==> src/rtl/i2cm_irq_pkg.sv <==
package i2cm_irq_pkg;
  localparam int REG_W  = 16;
  localparam int VEC_N  = 5;             // status bits 0..VEC_N-1 feed the vector
  localparam int CODE_W = $clog2(VEC_N + 1);

  localparam int B_BSY = 12;

  localparam logic [REG_W-1:0] STICKY_MASK = 16'h6F1F;
  localparam logic [REG_W-1:0] IEN_MASK    = 16'h601F;

  typedef enum logic [1:0] {
    SEL_STAT = 2'd0,
    SEL_IEN  = 2'd1,
    SEL_VEC  = 2'd2,
    SEL_NONE = 2'd3
  } reg_sel_e;

  // lowest pending index wins; code = index + 1, 0 when nothing pending
  function automatic logic [CODE_W-1:0] vec_code(input logic [VEC_N-1:0] pend);
    logic [CODE_W-1:0] c;
    c = '0;
    for (int i = VEC_N - 1; i >= 0; i--)
      if (pend[i]) c = CODE_W'(i + 1);
    return c;
  endfunction

  function automatic logic [REG_W-1:0] code_to_bit(input logic [CODE_W-1:0] c);
    return (c == '0) ? '0 : (REG_W'(1) << (c - CODE_W'(1)));
  endfunction
endpackage

==> src/rtl/i2cm_irq_status.sv <==
module i2cm_irq_status
  import i2cm_irq_pkg::*;
(
  input  logic             clk,
  input  logic             rst_n,
  input  logic [REG_W-1:0] ev_i,
  input  logic             bb_i,
  input  logic [REG_W-1:0] w1c_i,
  input  logic [REG_W-1:0] vclr_i,
  output logic [REG_W-1:0] view_o
);
  logic [REG_W-1:0] sticky_q;
  logic [REG_W-1:0] set_ev;
  logic [REG_W-1:0] clr_any;

  assign set_ev  = ev_i & STICKY_MASK;
  assign clr_any = (w1c_i | vclr_i) & STICKY_MASK;

  always_ff @(posedge clk or negedge rst_n) begin
    if (!rst_n) sticky_q <= '0;
    else        sticky_q <= (sticky_q & ~clr_any) | set_ev;
  end

  always_comb begin
    view_o        = sticky_q;
    view_o[B_BSY] = bb_i;
  end

  AST_SET_STICKS: assert property (@(posedge clk) disable iff (!rst_n)
    (set_ev != '0) |=> ((sticky_q & $past(set_ev)) == $past(set_ev)));
  AST_NO_SPURIOUS: assert property (@(posedge clk) disable iff (!rst_n)
    1'b1 |=> ((sticky_q & ~$past(sticky_q) & ~$past(ev_i)) == '0));
  AST_W1C_CLEARS: assert property (@(posedge clk) disable iff (!rst_n)
    ((w1c_i != '0) && ((w1c_i & ev_i) == '0)) |=> ((sticky_q & $past(w1c_i)) == '0));
  AST_VCLR_CLEARS: assert property (@(posedge clk) disable iff (!rst_n)
    ((vclr_i != '0) && ((vclr_i & ev_i) == '0)) |=> ((sticky_q & $past(vclr_i)) == '0));
  AST_UNDEF_ZERO: assert property (@(posedge clk) disable iff (!rst_n)
    (view_o & ~(STICKY_MASK | (REG_W'(1) << B_BSY))) == '0);
endmodule

==> src/rtl/i2cm_irq_enable.sv <==
module i2cm_irq_enable
  import i2cm_irq_pkg::*;
(
  input  logic             clk,
  input  logic             rst_n,
  input  logic             wr_i,
  input  logic [REG_W-1:0] wdata_i,
  output logic [REG_W-1:0] en_o
);
  logic [REG_W-1:0] en_q;

  always_ff @(posedge clk or negedge rst_n) begin
    if (!rst_n)    en_q <= '0;
    else if (wr_i) en_q <= wdata_i & IEN_MASK;
  end

  assign en_o = en_q;

  AST_EN_HOLD: assert property (@(posedge clk) disable iff (!rst_n)
    !wr_i |=> $stable(en_o));
  AST_EN_LOADS: assert property (@(posedge clk) disable iff (!rst_n)
    wr_i |=> (en_o == ($past(wdata_i) & IEN_MASK)));
endmodule

==> src/rtl/i2cm_irq_vector.sv <==
module i2cm_irq_vector
  import i2cm_irq_pkg::*;
(
  input  logic [VEC_N-1:0]  pend_i,
  input  logic              rd_i,
  output logic [CODE_W-1:0] code_o,
  output logic [REG_W-1:0]  clr_o
);
  assign code_o = vec_code(pend_i);
  assign clr_o  = rd_i ? code_to_bit(code_o) : '0;

  always_comb begin
    AST_VEC_ONE_CLEAR: assert ($onehot0(clr_o));
    AST_VEC_RANGE: assert (code_o <= CODE_W'(VEC_N));
    AST_VEC_ZERO: assert ((pend_i != '0) || (code_o == '0));
  end
endmodule

==> src/rtl/i2cm_irq_unit.sv <==
module i2cm_irq_unit
  import i2cm_irq_pkg::*;
#(
  parameter int ADDR_W = 2
) (
  input  logic              clk,
  input  logic              rst_n,
  input  logic [REG_W-1:0]  ev_pulse_i,
  input  logic              bus_busy_i,
  input  logic [ADDR_W-1:0] reg_addr_i,
  input  logic              reg_wr_i,
  input  logic              reg_rd_i,
  input  logic [REG_W-1:0]  reg_wdata_i,
  output logic [REG_W-1:0]  reg_rdata_o,
  output logic              irq_o
);
  logic hit_stat, hit_ien, hit_vec;
  assign hit_stat = (reg_addr_i == ADDR_W'(SEL_STAT));
  assign hit_ien  = (reg_addr_i == ADDR_W'(SEL_IEN));
  assign hit_vec  = (reg_addr_i == ADDR_W'(SEL_VEC));

  logic [REG_W-1:0]  stat_view;
  logic [REG_W-1:0]  en_word;
  logic [REG_W-1:0]  w1c_mask;
  logic [REG_W-1:0]  vclr_mask;
  logic [CODE_W-1:0] vcode;
  logic              vec_rd;

  assign w1c_mask = (reg_wr_i && hit_stat) ? reg_wdata_i : '0;
  assign vec_rd   = reg_rd_i && hit_vec;

  i2cm_irq_status u_status (
    .clk    (clk),
    .rst_n  (rst_n),
    .ev_i   (ev_pulse_i),
    .bb_i   (bus_busy_i),
    .w1c_i  (w1c_mask),
    .vclr_i (vclr_mask),
    .view_o (stat_view)
  );

  i2cm_irq_enable u_enable (
    .clk     (clk),
    .rst_n   (rst_n),
    .wr_i    (reg_wr_i && hit_ien),
    .wdata_i (reg_wdata_i),
    .en_o    (en_word)
  );

  i2cm_irq_vector u_vector (
    .pend_i (stat_view[VEC_N-1:0]),
    .rd_i   (vec_rd),
    .code_o (vcode),
    .clr_o  (vclr_mask)
  );

  logic [REG_W-1:0] rd_mux;
  always_comb begin
    unique case (reg_addr_i)
      ADDR_W'(SEL_STAT): rd_mux = stat_view;
      ADDR_W'(SEL_IEN):  rd_mux = en_word;
      ADDR_W'(SEL_VEC):  rd_mux = REG_W'(vcode);
      default:           rd_mux = '0;
    endcase
  end

  logic [REG_W-1:0] rdata_q;
  always_ff @(posedge clk or negedge rst_n) begin
    if (!rst_n)        rdata_q <= '0;
    else if (reg_rd_i) rdata_q <= rd_mux;
  end
  assign reg_rdata_o = rdata_q;

  assign irq_o = |(stat_view & en_word);

  AST_RDATA_HOLD: assert property (@(posedge clk) disable iff (!rst_n)
    !reg_rd_i |=> $stable(reg_rdata_o));
  AST_IRQ_NEEDS_EN: assert property (@(posedge clk) disable iff (!rst_n)
    (en_word == '0) |-> !irq_o);
  AST_VEC_READ_SMALL: assert property (@(posedge clk) disable iff (!rst_n)
    vec_rd |=> (reg_rdata_o[REG_W-1:CODE_W] == '0));
endmodule

==> config.mk <==
export PLATFORM = sky130hd
export DESIGN_NAME = i2cm_irq_unit
export DESIGN_NICKNAME = d
export VERILOG_FILES = /design/src/rtl/i2cm_irq_pkg.sv /design/src/rtl/i2cm_irq_status.sv /design/src/rtl/i2cm_irq_enable.sv /design/src/rtl/i2cm_irq_vector.sv /design/src/rtl/i2cm_irq_unit.sv
export SDC_FILE = /design/constraint.sdc
export NUM_CORES = 1
export LEC_CHECK = 0
export BUFFER_PORTS_ARGS = -buffer_cell sky130_fd_sc_hd__buf_4
export CAP_MARGIN = 20
export CORE_MARGIN = 5
export CORE_UTILIZATION = 43
export DETAILED_ROUTE_END_ITERATION = 8
export GPL_TIMING_DRIVEN = 0
export MAX_ROUTING_LAYER = met4
export PLACE_DENSITY = 0.82
export SLEW_MARGIN = 40
export SYNTH_ARGS = -nofsm -noshare
export SYNTH_HDL_FRONTEND = slang
export SYNTH_SLANG_ARGS = --single-unit
==> constraint.sdc <==
create_clock -name clk -period 1.1 [get_ports clk]
set_clock_uncertainty 0.1 [all_clocks]
set_input_delay 0.055 -clock clk [delete_from_list [all_inputs] [get_ports clk]]
set_output_delay 0.055 -clock clk [all_outputs]
set_load 0.02 [all_outputs]
======== After elaboration in Yosys (flattened, before gate mapping) ========
Index checks and enable logic that the tools add are counted.
word-level totals
  register bits after elaboration ......... 39
  bits of input ports ..................... 39
  logic and storage cells ................. 27
cells by class
  add/subtract/negate cells ............... 1
  eq/ne operators ......................... 2
  shift operators ......................... 1
  muxes and demuxes ....................... 9
  bitwise logic cells ..................... 5
  reductions and logical operators ........ 6
operators with widths
  cell                                               number
  one-hot mux 16 bit (3 select lines)                1
  two-way mux 15 bit                                 3
  bitwise AND 16 x 15 -> 16 bit                      1
  bitwise AND 16 bit                                 1
  NOT 15 -> 16 bit                                   1
  OR 16 x 15 -> 16 bit                               1
  OR reduction 16 bit                                1
  two-way mux 3 bit                                  5
  OR 15 bit                                          1
  left shift 1 x 3 -> 15 bit (first input constant)  1
  logical AND 1 bit                                  3
  zero test 3 bit                                    1
  subtractor 3 x 1 -> 3 bit (second input constant)  1
  == test 2 x 1 -> 1 bit (second input constant)     1
  == test 2 bit (second input constant)              1
  zero test 2 bit                                    1

======== Logic depth before layout (Yosys ltp) ========
Gate-level depths: netlist of the first run.
  word-level depth ........................ 13
  mapped depth ............................ 5

======== Hierarchy ========
From an unflattened synthesis of the first run, not the netlist that was laid out.
unflattened totals
  cell total of the unflattened synthesis .. 203
  area total of the unflattened synthesis .. 2010.7 sq um
by module, submodules not included
  module           times used  cells each  area each (sq um)
  i2cm_irq_unit    1           106         1016.0
  i2cm_irq_status  1           39          440.4
  i2cm_irq_enable  1           25          362.8
  i2cm_irq_vector  1           33          191.4

======== Worst setup path before layout of the first run ========
Ideal clock, no wire load.
  kind .................................... reg2reg
  from .................................... register u_status.sticky_q[1]
  to ...................................... register u_status.sticky_q[3]
  library setup time ...................... 0.120 ns
  arrival ................................. 0.969 ns
  required time ........................... 0.880 ns
  path slack .............................. -0.088 ns
  cell stages (with the launch flop) ...... 4
  period minus slack after synthesis ...... 1.188 ns
  cells stage by stage .................... dfrtp_1 nor3b_2 nand3b_1 a31o_1
between the ends
  cells in the longest elaborated chain, start to end .. 10
  elaborated cells between the ends (all ways) .. 11
  classes of those cells .................. 1 x add/sub; 1 x shift; 4 x mux; 4 x bitwise; 1 x reduce/logical
RTL lines
  item                              RTL line               source
  start, declared                   i2cm_irq_status.sv:12  logic [REG_W-1:0] sticky_q;
  start signal, assigned            i2cm_irq_status.sv:21  else sticky_q <= (sticky_q & ~clr_any) | set_ev;
  two-way mux 3 bit * (2 in a row)  i2cm_irq_pkg.sv:23     if (pend[i]) c = CODE_W'(i + 1);
  subtractor 3 x 1 -> 3 bit         i2cm_irq_pkg.sv:28     return (c == '0) ? '0 : (REG_W'(1) << (c - CODE_W'(1)));
  left shift 1 x 3 -> 15 bit        i2cm_irq_pkg.sv:28
  two-way mux 15 bit *              i2cm_irq_pkg.sv:28
  two-way mux 15 bit *              i2cm_irq_vector.sv:10  assign clr_o = rd_i ? code_to_bit(code_o) : '0;
  OR 15 bit *                       i2cm_irq_status.sv:17  assign clr_any = (w1c_i | vclr_i) & STICKY_MASK;
  NOT 15 -> 16 bit *                i2cm_irq_status.sv:21
  bitwise AND 16 bit *              i2cm_irq_status.sv:21
  OR 16 x 15 -> 16 bit *            i2cm_irq_status.sv:21
Every way passes the cells marked *; elsewhere a longest branch is shown, timed or not.
A chain may end at the register's enable or synchronous reset.

======== Worst setup path after layout of the first run ========
  from .................................... register u_status.sticky_q[14]
  to ...................................... output irq_o
between the ends
  cells in the longest elaborated chain, start to end .. 2
RTL lines
  item                           RTL line             source
  bitwise AND 16 x 15 -> 16 bit  i2cm_irq_unit.sv:74  assign irq_o = |(stat_view & en_word);
  OR reduction 16 bit            i2cm_irq_unit.sv:74
  end, declared                  i2cm_irq_unit.sv:15  output logic irq_o
No other way between the ends.

==> results.txt, run 1 <==
critical path capture point: irq_o
Critical path origin: u_status.sticky_q[14]
FF-to-FF path depth: 4
Placed Instance Area: 1770 um^2
Required @ worst endpoint: 0.94 ns
Die X: 67.3 um
Area growth, synth to finish: 53.1%
cell area power density: 1290 nW/um^2
Critical Path AT: 1.38 ns
vias in the first global route: 1256
Multi-input gate area: 581 um^2
H-tree depth: 2
met2 wire length: 1780 um
IR drop worst, VDD: 0.000852 V
layout cells sized above 1: 0.351
commonest non-fill, non-tap cell in the layout: buf_4
crit share post-route: 1.39
reg-to-reg critical path endpoint: u_status.sticky_q[2]
Core ar.: 3100 um^2
reg2reg start: u_status.sticky_q[1]
initial antenna violation count: 0
Design Power: 2790 uW
Worst Setup Slack, final: -0.433 ns
worst rel slew slack: 0.614
CP Launch Type: flop
R2R setup slack: -0.20 ns
Reg area: 753 um^2
Max clock buf depth: 2
layout filler cell count: 246
TritonCTS Buffers: 5
Worst-Margin Slew: 0.578 ns
initial core utilization: 0.455
DRC Markers: 0
Max Clk Rate: 653 MHz
Synth Instances: 129
clk sink count: 30
Slowest-stage cell, CP: dfrtp_1
Worst Setup Path Type: reg2out
Sum Neg Setup Slack: -1.30 ns
failing checks: negative setup slack
ANT nets after route: 0
hold slack: 0.00347 ns
RD Place Congestion: 0.831
metal3 WL: 228 um
top sig layer: met4
hold crit path type: in2reg
via count: 1233
post-synthesis register bit count: 30
most frequent cells in the layout: 47 x buf_4, 28 x dfrtp_1, 26 x dlygate4sd3_1
Yosys cell types: 29
vias per inst: 4.89
Pleak: 0.000967 uW
crit-path max FO: 3
# Max-Cap Violations: 0
nets: 247
syn avg cell area: 11.0 um^2
crit end category: output pin
Skew-Pair Late Insertion Delay: 0.33 ns
row count: 20
fin crit period: 1.53 ns
first-pass GRT wire length: 5470 um
per-cell routed wire length: 14.2 um
# diodes: 0
final instance area: 2160 um^2
met1 WL: 1510 um
worst slack at placement: -0.233 ns
critical-path cell list: a222oi_1 > nand3_1 > buf_6
CP max stage delay: 0.41 ns
die height: 67.3 um
Final Setup Violations: 8
CTS tree: built
gr usage total: 0.170
final hold violations: 0
1st-iter DRT viols: 30
Initial DRT Pass Iterations: 5
Congestion Overflow GR: 0
Detailed Route WL: 3580 um
Detailed Place HPWL: 2420 um
root buffer cell: clkbuf_4
yosys warns: 0
Synth Cell Area: 1410 um^2
clock slew seen by the registers of the worst setup and hold paths: 0.09 ns
num ports: 56
Max Slew Vio Count: 0
die area: 4530 um^2
post-synthesis sequential area ratio: 0.531
RSZ-0062 raised after global routing: yes
largest net degree at the start of global routing: 31
status: finished, violations left
PortBufs: 39
final cells by class:
cell class / count / share of cell area
plain buffers: 9 / 0.0313
clock buffers: 6 / 0.0237
clock inverters: 1 / 0.0139
inverters: 10 / 0.0174
multi-input cells: 83 / 0.269
flip-flops and latches: 30 / 0.348
well taps: 44 / 0.0255
repair buffers: 69 / 0.271
report_power, final:
group	internal [uW]	switching, uW
logic	334	269
clock network	529	365
registers	1210	83.7
cell usage after synthesis, drive strengths merged:
master | count | share of area
nand2b | 1 | 0.0044
a222oi | 1 | 0.0071
a21o | 7 | 0.037
a22oi | 3 | 0.019
mux2 | 8 | 0.064
a31oi | 2 | 0.0089
nand3b | 2 | 0.011
nor2 | 6 | 0.016
o221ai | 1 | 0.0062
buf | 7 | 0.043
and2b | 1 | 0.0062
conb | 1 | 0.0027
inv | 10 | 0.027
o22ai | 4 | 0.018
nor2b | 2 | 0.0089
o21ai | 7 | 0.025
dfrtp | 30 | 0.53
clkbuf | 2 | 0.0053
nor3b | 2 | 0.022
a21oi | 2 | 0.0071
nand2 | 12 | 0.032
nand3 | 8 | 0.032
mux2i | 6 | 0.043
a31o | 3 | 0.019
o32ai | 1 | 0.0062
what timing repair did:
action,CTS,global route
cloned,0,0
hold endpoints to repair,50,0
pin swaps,2,2
hold buffers,26,0
resized for setup,5,1
endpoints found under the setup margin,8,8
buffers inserted,1,3
worst min path at each step:
| stage | start | endpoint | cells after the start |
|---|---|---|---|
| 2_1_floorplan | rst_n | reg_rdata_o[0] | 0 |
| 3_3_place_gp | rst_n | u_status.sticky_q[8] | 1 |
| 3_5_place_dp | rst_n | reg_rdata_o[10] | 1 |
| 4_1_cts | reg_addr_i[0] | reg_rdata_o[0] | 4 |
| 5_1_grt | reg_addr_i[0] | reg_rdata_o[0] | 4 |
| 6_report | reg_addr_i[0] | reg_rdata_o[0] | 4 |
stage by stage:
step                instances  utilization
global placement          215        0.571
CTS                       249        0.688
detailed placement        215        0.571
finish                    252        0.697
floorplan                 132            -
global route              252        0.697
worst max-delay path: cells and delay by family, from the launching register on:
family | cells | cell delay [ns]
AO/OA/AOI/OAI | 1 | 0.33
buffers and inverters | 1 | 0.16
flip-flops | 1 | 0.41
AND/OR/NAND/NOR | 1 | 0.16
routing by layer:
layer	GRT usage	vias up
met1	0.175	580
met4	0.0759	0
li1	-	604
met5	-	-
met3	0.0449	8
met2	0.302	41
cell families after synthesis:
logic type | synth area share
AOI/OAI and AO/OA | 0.153
buffers and inverters | 0.0744
DFF | 0.531
muxes | 0.106
other | 0.00265
and+or+nand+nor | 0.132
flip-flops by register name (all words and copies together), names as in the netlist:
name and count:
u_status.sticky_q 11, reg_rdata_o 12, u_enable.en_o 7
Power figures use the tool's default switching activity.
==> run 2, diff against run 1 <==
Settings changed: CORE_ASPECT_RATIO set to 0.75.
==> results.txt, run 2 (synthesis gave the netlist of run 1 again) <==
status: finished, violations left
failing checks: negative setup slack
Design Power: 2840 uW (+1.7%)
first-pass GRT wire length: 6580 um (+20%)
vias in the first global route: 1370 (+9.1%)
initial antenna violation count: 0 (unchanged)
vias per inst: 5.21 (+6.4%)
Core ar.: 3220 um^2 (+3.8%)
Die X: 76.2 um (+13%)
Max Slew Vio Count: 0 (unchanged)
clock slew seen by the registers of the worst setup and hold paths: 0.06 ns (-0.03 ns)
Critical Path AT: 1.32 ns (-0.06 ns)
PortBufs: 39 (unchanged)
Max clock buf depth: 2 (unchanged)
cell area power density: 1300 nW/um^2 (+0.32%)
CTS tree: built
utilization after layout: 0.680 (-0.0165)
layout cells sized above 1: 0.360 (+0.00923)
CP Launch Type: flop
root buffer cell: clkbuf_8
via count: 1307 (+6.0%)
fin crit period: 1.47 ns (-0.0592 ns)
Detailed Place HPWL: 2580 um (+6.8%)
largest net degree at the start of global routing: 31 (unchanged)
Detailed Route WL: 3850 um (+7.7%)
Initial DRT Pass Iterations: 5 (unchanged)
ANT nets after route: 0 (unchanged)
Required @ worst endpoint: 0.94 ns (about the same)
gr usage total: 0.190 (+0.0198)
sw power: 772 uW (+7.6%)
most frequent cells in the layout: 49 x buf_4, 29 x dfrtp_1, 25 x dlygate4sd3_1
worst rel slew slack: 0.642 (+0.0278)
H-tree depth: 2 (unchanged)
die height: 59.6 um (-11%)
Worst Setup Path Type: reg2out
Area growth, synth to finish: 55.1%
initial core utilization: 0.439 (-0.0166)
worst slack at placement: -0.219 ns (+0.0141 ns)
Congestion Overflow GR: 0 (unchanged)
crit share post-route: 1.34 (-0.0538)
per-cell routed wire length: 15.3 um (+8.1%)
Clk network pwr share: 0.318 (-0.002)
num ports: 56 (unchanged)
Inst Count DP: 211 (-1.9%)
max FFs per register: 12 (unchanged)
IR drop worst, VDD: 0.000565 V (-34%)
DRC Markers: 0 (unchanged)
clk sink count: 30 (unchanged)
RSZ-0062 raised after global routing: yes
Non-Filler Instances: 251 (-0.40%)
Worst Setup Slack, final: -0.373 ns (+0.0592 ns)
Worst-Margin Slew: 0.536 ns (-0.0417 ns)
sequential share of power: 0.458 (-0.006)
crit end category: output pin
1st-iter DRT viols: 75 (+150%)
TritonCTS Buffers: 5 (unchanged)
Skew-Pair Late Insertion Delay: 0.28 ns (-0.05 ns)
switching share of power: 0.272 (+0.0150)
# Max-Cap Violations: 0 (unchanged)
final hold violations: 0 (unchanged)
crit-path max FO: 2 (-1)
nets: 249 (+0.81%)
commonest non-fill, non-tap cell in the layout: buf_4
row count: 18 (-10%)
RD Place Congestion: 0.874 (+5.3%)
# diodes: 0 (unchanged)
die area: 4540 um^2 (+0.26%)
Max Clk Rate: 679 MHz (+4.0%)
Pleak: 0.000987 uW (+2.1%)
hold crit path type: in2reg
internal power: 2070 uW (-0.39%)
Comb power frac: 0.223 (+0.007)
Final Setup Violations: 8 (unchanged)
-- run 2: path summary, 6_finish.rpt --
path	from	slack [ns]	cells past startpoint	to
min in group asynchronous	rst_n	0.14	2	u_enable.en_o[1]
worst min-delay path	reg_addr_i[1]	0.03	3	u_status.sticky_q[1]
worst max-delay path	u_status.sticky_q[3]	-0.37	3	irq_o
worst max register to register	u_status.sticky_q[1]	-0.30	5	u_status.sticky_q[2]
max in group asynchronous	rst_n	0.46	2	u_status.sticky_q[1]
worst min register to register	u_status.sticky_q[11]	0.38	1	u_status.sticky_q[11]
-- run 2: routing by layer --
metal	track usage	wire length [um]
met1	0.219	1700
met2	0.306	1870
met3	0.0623	238
met4	0.0848	45
met5	-	0
-- run 2: layout make-up --
type | instances | area [um^2]
flip-flops and latches | 30 | 752
fillers | 239 | 1030
clock buffers | 7 | 86.3
plain buffers | 9 | 67.6
well taps | 40 | 50.0
multi-input cells | 83 | 589
clock inverters | 1 | 5.00
repair buffers | 71 | 603
inverters | 10 | 37.5
-- run 2: repair_timing --
action	CTS	global route
endpoints found under the hold margin	49	0
setup buffers	6	2
pin swaps	7	5
setup endpoints to repair	8	8
hold buffers	25	0
gates resized for setup	6	3
-- run 2: through the flow --
stage               TNS [ns]  instance area (um^2)  hold slack [ns]
floorplan             -0.152                  1420           -0.341
detailed placement     -1.56                  1770          -0.0947
CTS                    -1.54                  2170           0.0210
global route           -2.14                  2190           0.0292
global placement       -1.43                  1770           -0.107
finish                 -1.82                  2190           0.0343
-- run 2: power groups by stage --
| stage | Clock, uW | Combinational [uW] | Sequential, uW |
|---|---|---|---|
| after floorplan | 0 | 234 | 1360 |
| after global placement | 0 | 500 | 1310 |
| after detailed placement | 0 | 514 | 1320 |
| after CTS | 926 | 626 | 1300 |
| after global routing | 970 | 687 | 1310 |
| final | 904 | 634 | 1300 |
-- run 2: worst max-delay path, cell delays in order, from the launching register on --
cell and delay (ns):
dfrtp_1 0.39, a222oi_1 0.34, nand3_1 0.13, buf_4 0.18
==> run 3, diff against run 2 <==
Settings changed: ABC_AREA set to 1.
==> results.txt, run 3 <==
post-synthesis sequential area ratio: 0.520 (-0.0111)
nets: 294 (+18%)
fin crit period: 1.40 ns (-0.0690 ns)
switching share of power: 0.283 (+0.0117)
vias in the first global route: 1387 (+1.2%)
Yosys cell types: 24 (-17%)
Synth Instances: 173 (+34%)
ANT nets after route: 0 (unchanged)
most frequent cells in the layout: 55 x nand2_1, 48 x buf_4, 28 x dfrtp_1
met2 Use GR: 0.302 (-0.00380)
row count: 18 (unchanged)
sequential share of power: 0.449 (-0.009)
Global Route met3 Usage: 0.0783 (+0.0160)
per-cell routed wire length: 13.8 um (-9.9%)
Max Clk Rate: 712 MHz (+4.9%)
PortBufs: 41 (+5.1%)
Detailed Route WL: 4090 um (+6.3%)
most area-consuming cells after synthesis: dfrtp_1 52%, nand2_1 15%, o21ai_0 4.9%
Initial DRT Pass Iterations: 4 (-1)
yosys warns: 0 (unchanged)
Max Slew Vio Count: 0 (unchanged)
crit end category: output pin
area share of the largest cell type after synthesis: 0.520 (-0.0111)
first-pass GRT wire length: 6560 um (-0.41%)
DRC Markers: 0 (unchanged)
failing checks: negative setup slack
H-tree depth: 2 (unchanged)
clock slew seen by the registers of the worst setup and hold paths: 0.06 ns (about the same)
layout cells sized above 1: 0.340 (-0.0203)
Worst Setup Slack, final: -0.304 ns (+0.0690 ns)
gr usage total: 0.191 (+0.000860)
ys flop type: dfrtp_1
number of synthesized flops with an enable pin: 0 (unchanged)
Inst Count DP: 257 (+22%)
via count: 1462 (+12%)
busiest grt layer: met2
post-synthesis register bit count: 30 (unchanged)
die area: 4630 um^2 (+1.8%)
internal power: 2050 uW (-1.0%)
Max clock buf depth: 2 (unchanged)
GR Layer Usage met1: 0.224 (+0.00506)
Synth Cell Area: 1440 um^2 (+2.1%)
Die X: 76.9 um (+0.92%)
IR drop worst, VDD: 0.000842 V (+49%)
status: finished, violations left
num ports: 56 (unchanged)
initial core utilization: 0.442 (+0.00315)
Comb power frac: 0.234 (+0.011)
1st-iter DRT viols: 96 (+28%)
Congestion Overflow GR: 0 (unchanged)
final hold violations: 0 (unchanged)
TritonCTS Buffers: 5 (unchanged)
CP Launch Type: flop
hold crit path type: in2reg
clk sink count: 30 (unchanged)
Area growth, synth to finish: 59.6%
Non-Filler Instances: 296 (+18%)
most numerous cell in the Yosys netlist: nand2_1
Skew-Pair Late Insertion Delay: 0.28 ns (about the same)
Detailed Place HPWL: 2540 um (-1.6%)
Pleak: 0.00115 uW (+16%)
cell area power density: 1240 nW/um^2 (-4.3%)
CTS tree: built
sw power: 810 uW (+4.9%)
RD Place Congestion: 0.864 (-1.2%)
crit-path max FO: 2 (unchanged)
largest net degree at the start of global routing: 31 (unchanged)
Worst Setup Path Type: reg2out
Sum Neg Setup Slack: -0.916 ns (+0.900 ns)
syn avg cell area: 8.34 um^2 (-24%)
top post-synthesis cells by count: 59 x nand2_1, 30 x dfrtp_1, 18 x inv_1
Critical Path AT: 1.25 ns (-0.07 ns)
crit share post-route: 1.28 (-0.0627)
vias per inst: 4.94 (-5.1%)
leading area contributor after synthesis: dfrtp_1
max FFs per register: 12 (unchanged)
initial antenna violation count: 0 (unchanged)
root buffer cell: clkbuf_8
# diodes: 0 (unchanged)
Post-synth ARST share: 1.00 (unchanged)
Core ar.: 3270 um^2 (+1.4%)
Required @ worst endpoint: 0.94 ns (about the same)
Clk network pwr share: 0.317 (about the same)
RSZ-0062 raised after global routing: yes
commonest non-fill, non-tap cell in the layout: nand2_1
die height: 60.2 um (+0.88%)
Final Setup Violations: 6 (-2)
# Max-Cap Violations: 0 (unchanged)
run 3: cell types whose count changed after synthesis, sizes merged, moves of 4 or more:
cell   previous run  this run
inv              10        19
o22ai             4         0
nand2            12        60
mux2              8         3
mux2i             6         0
a21oi             2        10
nor2              6        12
o21ai             7        14
run 3: power by group through the flow:
stage | logic (uW) | clock network [uW] | registers, uW
final | 668 | 906 | 1280
after global routing | 729 | 993 | 1300
after CTS | 634 | 940 | 1280
after detailed placement | 513 | 0 | 1300
after global placement | 504 | 0 | 1300
after floorplan | 230 | 0 | 1340
run 3: per-stage QoR:
stage	total power [uW]	util	hold WS [ns]	worst slack [ns]	instance area (um^2)
final	2860	0.705	0.0319	-0.304	2300
after global routing	3020	0.705	0.0256	-0.372	2300
after CTS	2850	0.684	0.0148	-0.288	2230
after detailed placement	1820	0.555	-0.0968	-0.195	1810
after global placement	1800	0.555	-0.0983	-0.188	1810
after floorplan	1570	-	-0.341	0.00289	1450
run 3: timing repair:
action | in CTS | in global routing
resized for setup | 15 | 18
pin swaps | 11 | 8
buffers inserted | 5 | 2
hold buffers | 25 | 0
hold endpoints to repair | 50 | 0
cloned | 0 | 0
setup endpoints to repair | 7 | 8
run 3: worst paths after layout:
check                                 startpoint                     to  slack (ns)  cells after the start
setup / recovery            u_status.sticky_q[1]                  irq_o       -0.30                      5
hold / removal                     reg_addr_i[1]        reg_rdata_o[13]        0.03                      4
setup reg to reg            u_status.sticky_q[4]         reg_rdata_o[0]       -0.15                      9
hold reg to reg            u_status.sticky_q[10]  u_status.sticky_q[10]        0.38                      1
max in group asynchronous                  rst_n   u_status.sticky_q[3]        0.47                      2
min in group asynchronous                  rst_n  u_status.sticky_q[13]        0.13                      2
run 3: cell type report:
class | count | area, um^2
fill | 259 | 963
sequential | 30 | 753
multi-input combinational | 120 | 658
timing repair buffer | 72 | 614
clock buffer | 7 | 86.3
inverter | 19 | 86.3
tap | 40 | 50.0
buffer | 7 | 48.8
clock inverter | 1 | 5.00
run 3: metal layers:
layer,wire (um),vias to the layer above
li1,-,712
met1,1700,674
met2,1970,60
met3,332,16
met4,94,0
met5,0,-
run 3: logic make-up (layout without fill, tap and decap cells):
group	Yosys count	in the layout	synth area share
AO/OA/AOI/OAI	33	33	0.132
buffers and inverters	26	106	0.0833
flip-flops	30	30	0.520
multiplexers	3	3	0.0286
other	1	4	0.00260
AND/OR/NAND/NOR	80	80	0.233
run 3: critical path: stages (launching register included):
cell and delay, ns:
dfrtp_1 0.39, nand2_1 0.07, nand2_1 0.07, a221oi_2 0.17
nand2_1 0.11, buf_6 0.14
